File: config.mk
export PLATFORM = sky130hd
export DESIGN_NAME = ucseq_top
export DESIGN_NICKNAME = d
export VERILOG_FILES = /design/src/rtl/ucseq_pkg.sv /design/src/rtl/ucseq_matrix.sv /design/src/rtl/ucseq_branch.sv /design/src/rtl/ucseq_top.sv
export SDC_FILE = /design/constraint.sdc
export NUM_CORES = 1
export LEC_CHECK = 0
export BUFFER_PORTS_ARGS = -buffer_cell sky130_fd_sc_hd__buf_2
export CORE_AREA = 5 5 42 44
export DETAILED_ROUTE_END_ITERATION = 16
export DIE_AREA = 0 0 47 49
export PLACE_DENSITY = 0.73
export REMOVE_ABC_BUFFERS = 1
export SKIP_LAST_GASP = 1
export SLEW_MARGIN = 20
export SYNTH_ARGS = -nofsm -noshare
export SYNTH_HDL_FRONTEND = slang
export SYNTH_SLANG_ARGS = --single-unit
File: constraint.sdc
create_clock -name clk -period 1.6 [get_ports clk]
set_input_delay 0.08 -clock clk [delete_from_list [all_inputs] [get_ports clk]]
set_output_delay 0.08 -clock clk [all_outputs]
set_load 0.03 [all_outputs]
File: src/rtl/ucseq_pkg.sv
package ucseq_pkg;

  typedef enum logic {PH_DECODE = 1'b0, PH_XFER = 1'b1} phase_e;

  // Store contents as functions of the row index; callers truncate.
  function automatic int unsigned word_of_row(int unsigned a);
    return a * 37 + 17;
  endfunction

  function automatic int unsigned succ_a_of_row(int unsigned a);
    return a + 1;
  endfunction

  function automatic int unsigned succ_b_of_row(int unsigned a);
    return a * 3 + 1;
  endfunction

  function automatic int unsigned cond_of_row(int unsigned a);
    return a;
  endfunction

endpackage

File: src/rtl/ucseq_matrix.sv
module ucseq_matrix #(
  parameter int ADDR_W = 4,
  parameter int CTRL_W = 8,
  parameter int SEL_W  = 2
) (
  input  logic              clk,
  input  logic              rst,
  input  logic              strobe,
  input  logic [ADDR_W-1:0] row_addr,
  output logic [(1<<ADDR_W)-1:0] lines,
  output logic [CTRL_W-1:0] word,
  output logic [ADDR_W-1:0] succ_a,
  output logic [ADDR_W-1:0] succ_b,
  output logic [SEL_W-1:0]  cond
);
  localparam int ROWS = 1 << ADDR_W;

  logic [CTRL_W-1:0] word_tab [ROWS];
  logic [ADDR_W-1:0] sa_tab   [ROWS];
  logic [ADDR_W-1:0] sb_tab   [ROWS];
  logic [SEL_W-1:0]  cond_tab [ROWS];

  // One decoder line and one constant row per address.
  for (genvar i = 0; i < ROWS; i++) begin : g_row
    assign lines[i]    = strobe && (row_addr == ADDR_W'(i));
    assign word_tab[i] = CTRL_W'(ucseq_pkg::word_of_row(i));
    assign sa_tab[i]   = ADDR_W'(ucseq_pkg::succ_a_of_row(i));
    assign sb_tab[i]   = ADDR_W'(ucseq_pkg::succ_b_of_row(i));
    assign cond_tab[i] = SEL_W'(ucseq_pkg::cond_of_row(i));
  end

  // Wired-OR read-out: only an active line contributes.
  always_comb begin
    word   = '0;
    succ_a = '0;
    succ_b = '0;
    cond   = '0;
    for (int r = 0; r < ROWS; r++) begin
      if (lines[r]) begin
        word   = word   | word_tab[r];
        succ_a = succ_a | sa_tab[r];
        succ_b = succ_b | sb_tab[r];
        cond   = cond   | cond_tab[r];
      end
    end
  end

  AST_SINGLE_ROW: assert property (@(posedge clk) disable iff (rst)
    strobe |-> $onehot(lines));
  AST_DARK_MATRIX: assert property (@(posedge clk) disable iff (rst)
    !strobe |-> (lines == '0));

endmodule

File: src/rtl/ucseq_branch.sv
module ucseq_branch #(
  parameter int ADDR_W = 4,
  parameter int NFLAG  = 3,
  parameter int SEL_W  = 2
) (
  input  logic [SEL_W-1:0]  cond,
  input  logic [NFLAG-1:0]  flags,
  input  logic [ADDR_W-1:0] succ_a,
  input  logic [ADDR_W-1:0] succ_b,
  output logic              take_b,
  output logic [ADDR_W-1:0] pick
);
  always_comb begin
    take_b = 1'b0;
    for (int k = 1; k <= NFLAG; k++) begin
      if (cond == SEL_W'(k)) take_b = flags[k-1];
    end
    pick = take_b ? succ_b : succ_a;
  end
endmodule

File: src/rtl/ucseq_top.sv
module ucseq_top #(
  parameter int ADDR_W = 4,
  parameter int CTRL_W = 8,
  parameter int NFLAG  = 3
) (
  input  logic              clk,
  input  logic              rst,
  input  logic [NFLAG-1:0]  flags_i,
  output logic [CTRL_W-1:0] ctrl_o,
  output logic [ADDR_W-1:0] addr_o
);
  import ucseq_pkg::*;

  localparam int ROWS  = 1 << ADDR_W;
  localparam int SEL_W = (NFLAG < 1) ? 1 : $clog2(NFLAG + 1);

  phase_e            ph_q;
  logic [ADDR_W-1:0] cur_q;
  logic [ADDR_W-1:0] pend_q;
  logic              in_decode;
  logic [ROWS-1:0]   lines;
  logic [CTRL_W-1:0] row_word;
  logic [ADDR_W-1:0] row_sa, row_sb, next_addr;
  logic [SEL_W-1:0]  row_cond;
  logic              take_b;

  assign in_decode = (ph_q == PH_DECODE);

  ucseq_matrix #(.ADDR_W(ADDR_W), .CTRL_W(CTRL_W), .SEL_W(SEL_W)) u_matrix (
    .clk(clk), .rst(rst), .strobe(in_decode), .row_addr(cur_q),
    .lines(lines), .word(row_word), .succ_a(row_sa), .succ_b(row_sb),
    .cond(row_cond)
  );

  ucseq_branch #(.ADDR_W(ADDR_W), .NFLAG(NFLAG), .SEL_W(SEL_W)) u_branch (
    .cond(row_cond), .flags(flags_i), .succ_a(row_sa), .succ_b(row_sb),
    .take_b(take_b), .pick(next_addr)
  );

  always_ff @(posedge clk) begin
    if (rst) begin
      cur_q  <= '0;
      pend_q <= '0;
      ph_q   <= PH_DECODE;
    end else if (in_decode) begin
      pend_q <= next_addr;
      ph_q   <= PH_XFER;
    end else begin
      cur_q  <= pend_q;
      ph_q   <= PH_DECODE;
    end
  end

  assign ctrl_o = row_word;
  assign addr_o = cur_q;

  AST_RESET_STATE: assert property (@(posedge clk)
    rst |=> (cur_q == '0 && pend_q == '0 && ph_q == PH_DECODE));
  AST_QUIET_XFER: assert property (@(posedge clk) disable iff (rst)
    !in_decode |-> (ctrl_o == '0));
  AST_HOLD_CUR: assert property (@(posedge clk) disable iff (rst)
    in_decode |=> ($stable(cur_q) && !in_decode));
  AST_LOAD_CUR: assert property (@(posedge clk) disable iff (rst)
    !in_decode |=> (cur_q == $past(pend_q) && in_decode));
  AST_UNCOND_A: assert property (@(posedge clk) disable iff (rst)
    (in_decode && row_cond == '0) |=> (pend_q == $past(row_sa)));
  AST_TAKEN_B: assert property (@(posedge clk) disable iff (rst)
    (in_decode && take_b) |=> (pend_q == $past(row_sb)));

endmodule

==> results.ini <==
[sta]
fin_ws_ps = 123.7
period_needed_ps = 1476
drv_slew = 0
post-route-period-util = 0.9227
final_hold_viol_count = 0
setup_viol = 0
relSlewSlack = 0.7555
fin_skew_ps = 2.427
fmax_mhz = 677.4
max_slew.worst_pin.slew_ps = 361.6
rsz0062_at_grt = yes

[critical_path]
crit_arrival_ps = 1400
endpoint = ctrl_o[5]
end_kind = output port
worstSetupPathType = reg2out
setup.worst_path.start = addr_o[1]
r2r-end = pend_q[3]
reg2regPathDepth = 5
worstPathRequired_ps = 1520
start_kind = flop
r2r-start = addr_o[0]
cp_max_fo = 12
rrSetupSlack_ps = 200

[job]
maxCapViolCount = 0

[die]
die_y_um = 49
fp-row-count = 14
dieWidth_um = 47
die-area_mm2 = 0.002303
initial_core_util = 0.4473
coreArea_mm2 = 0.001401
ioPinCount = 17

[yosys]
ys_ff_latch = 9
syn_inst = 82
synthAdderAreaFrac = 0
async_reset_ff_frac = 0
synth_edf_count = 0
synth_compound_area_frac = 0.2355
seq_area_frac_synth = 0.2874
synth_area_per_cell_um2 = 7.645
synth_cell_types = 31
yosys_warnings = 0
synth_top_family_by_area = simple AND/OR/NAND/NOR gates
syn_area_um2 = 626.9
ys.flop_type = dfxtp_1
synthSimpleGateAreaFrac = 0.2475
yosys.area_share.xor_xnor = 0.06986
synthMuxAreaShare = 0.06587

[clock_network]
htree_levels = 1
cts_made_buffers = 3
clk_latency_ps = 250
cts_setup_buffers = 0
root_buffer = clkbuf_4
cts.sinks = 9
cts_tree = done
max-clock-path-buffers = 2
cts.clk_slew.worst_paths_ps = 60

[drt]
dr.pass1.iters = 4
wirelength_um = 1269
drcViolationCount = 0
drt-initial-drc-count = 9
num_vias = 612
avgViaCountPerCell = 5.322
ant_nets = 0
post_drt_wl_per_cell_um = 11.03

[placement]
hpwlAfterDp_um = 1006
placed_cells = 111
gp_congestion = 0.7376
pre_cts_ws_ps = 52.81
postPlaceCellArea_um2 = 716.9
port_buffers = 16

[global_route]
antenna_found_initial = 0
grt_overflow_total = 0
grt_busiest_layer = met2
gr-usage-met3 = 0.01476
met2_usage = 0.2195
grt_max_degree = 15
grtUsageTotal = 0.1376
grt_pass1_wl_um = 2387
grt_pass1_vias = 576
globalRouteMet1Util = 0.1681

[layout]
nets = 105
drive_above_1_share = 0.3232
fin_cells = 115
syn_to_final_growth_pct = 22.16
diodes = 0
design_area_um2 = 765.7
layout_commonest_cell = buf_2
layout_common_cells = buf_2 (14), nor2_1 (13), nand2_1 (8), buf_4 (8), a21oi_1 (7)

[pwr]
vdd_drop_max_uv = 461.1
p_leak_uw = 0.0003361
p_per_area_mw_per_mm2 = 641.2

[min_path]
hold_class = in2reg

[outcome]
status = finished, final reports clean

-- metal layers --
layer / vias up / wire length (um)
met4: 0 / 31
met3: 4 / 44
li1: 323 / -
met5: - / 0
met1: 278 / 567
met2: 7 / 625
-- metrics by stage --
step / hold slack (ps) / total power [uW] / setup TNS (ps) / util
after global routing: 134.8 / 519.5 / -3.992 / 0.5464
after CTS: 112.3 / 499.7 / 0 / 0.5348
after floorplan: 149.1 / 295.8 / -950.8 / -
after global placement: 377.9 / 327.7 / 0 / 0.5116
after detailed placement: 377.9 / 328.9 / 0 / 0.5116
final: 106.7 / 491.0 / 0 / 0.5464
-- critical path, stage by stage, from the launching register on --
cell and delay [ps]:
dfxtp_4 380, nand2b_1 160, mux2i_1 130, nor2_1 50, a211oi_1 210, buf_4 200
-- power by group --
group / internal [uW] / switching (uW) / leakage, uW
sequential: 229 / 10.5 / 0.0000754
clock: 95.6 / 71.6 / 0.0000150
combinational: 33.2 / 51.1 / 0.000246
-- kinds of logic (layout without fill, tap and decap cells) --
group	count (synthesis)	in the layout
buffers and inverters	10	27
AO/OA/AOI/OAI	22	22
XOR/XNOR	5	5
AND/OR/NAND/NOR	32	32
flip-flops	9	9
multiplexers	4	4
-- synth_stat cells (all sizes together) (3+ instances only) --
master / n / area [um2]
a21oi: 7 / 35.03
xnor2: 3 / 26.28
nor2b: 4 / 27.53
dfxtp: 9 / 180.2
o21ai: 5 / 25.02
nand2: 8 / 30.03
nor2: 13 / 48.80
mux2i: 3 / 30.03
buf: 7 / 47.54
-- cell type report --
type	count	area (um2)
clock buffer	4	26.28
sequential	9	188.9
inverter	1	3.754
fill	152	635.6
tap	16	20.02
multi-input combinational	63	396.6
timing repair buffer	22	130.1
-- worst min-delay path by stage --
| stage | from | to | slack [ps] | cells after the start |
|---|---|---|---|---|
| 2_1_floorplan | rst | addr_o[1] | 150 | 1 |
| 3_3_place_gp | rst | addr_o[0] | 380 | 2 |
| 3_5_place_dp | rst | addr_o[0] | 380 | 2 |
| 4_1_cts | rst | addr_o[1] | 110 | 2 |
| 5_1_grt | rst | addr_o[1] | 130 | 2 |
| 6_report | rst | addr_o[1] | 110 | 2 |
-- sequential cells by signal, indices dropped and copies added (netlist names) --
name    count
addr_o      4
pend_q      4
ph_q        1
-- timing repair --
item,CTS,global route
resized for setup,3,6
hold buffers,0,0
pin swaps,0,1
endpoints found under the setup margin,4,7
Power figures use the tool's default switching activity.
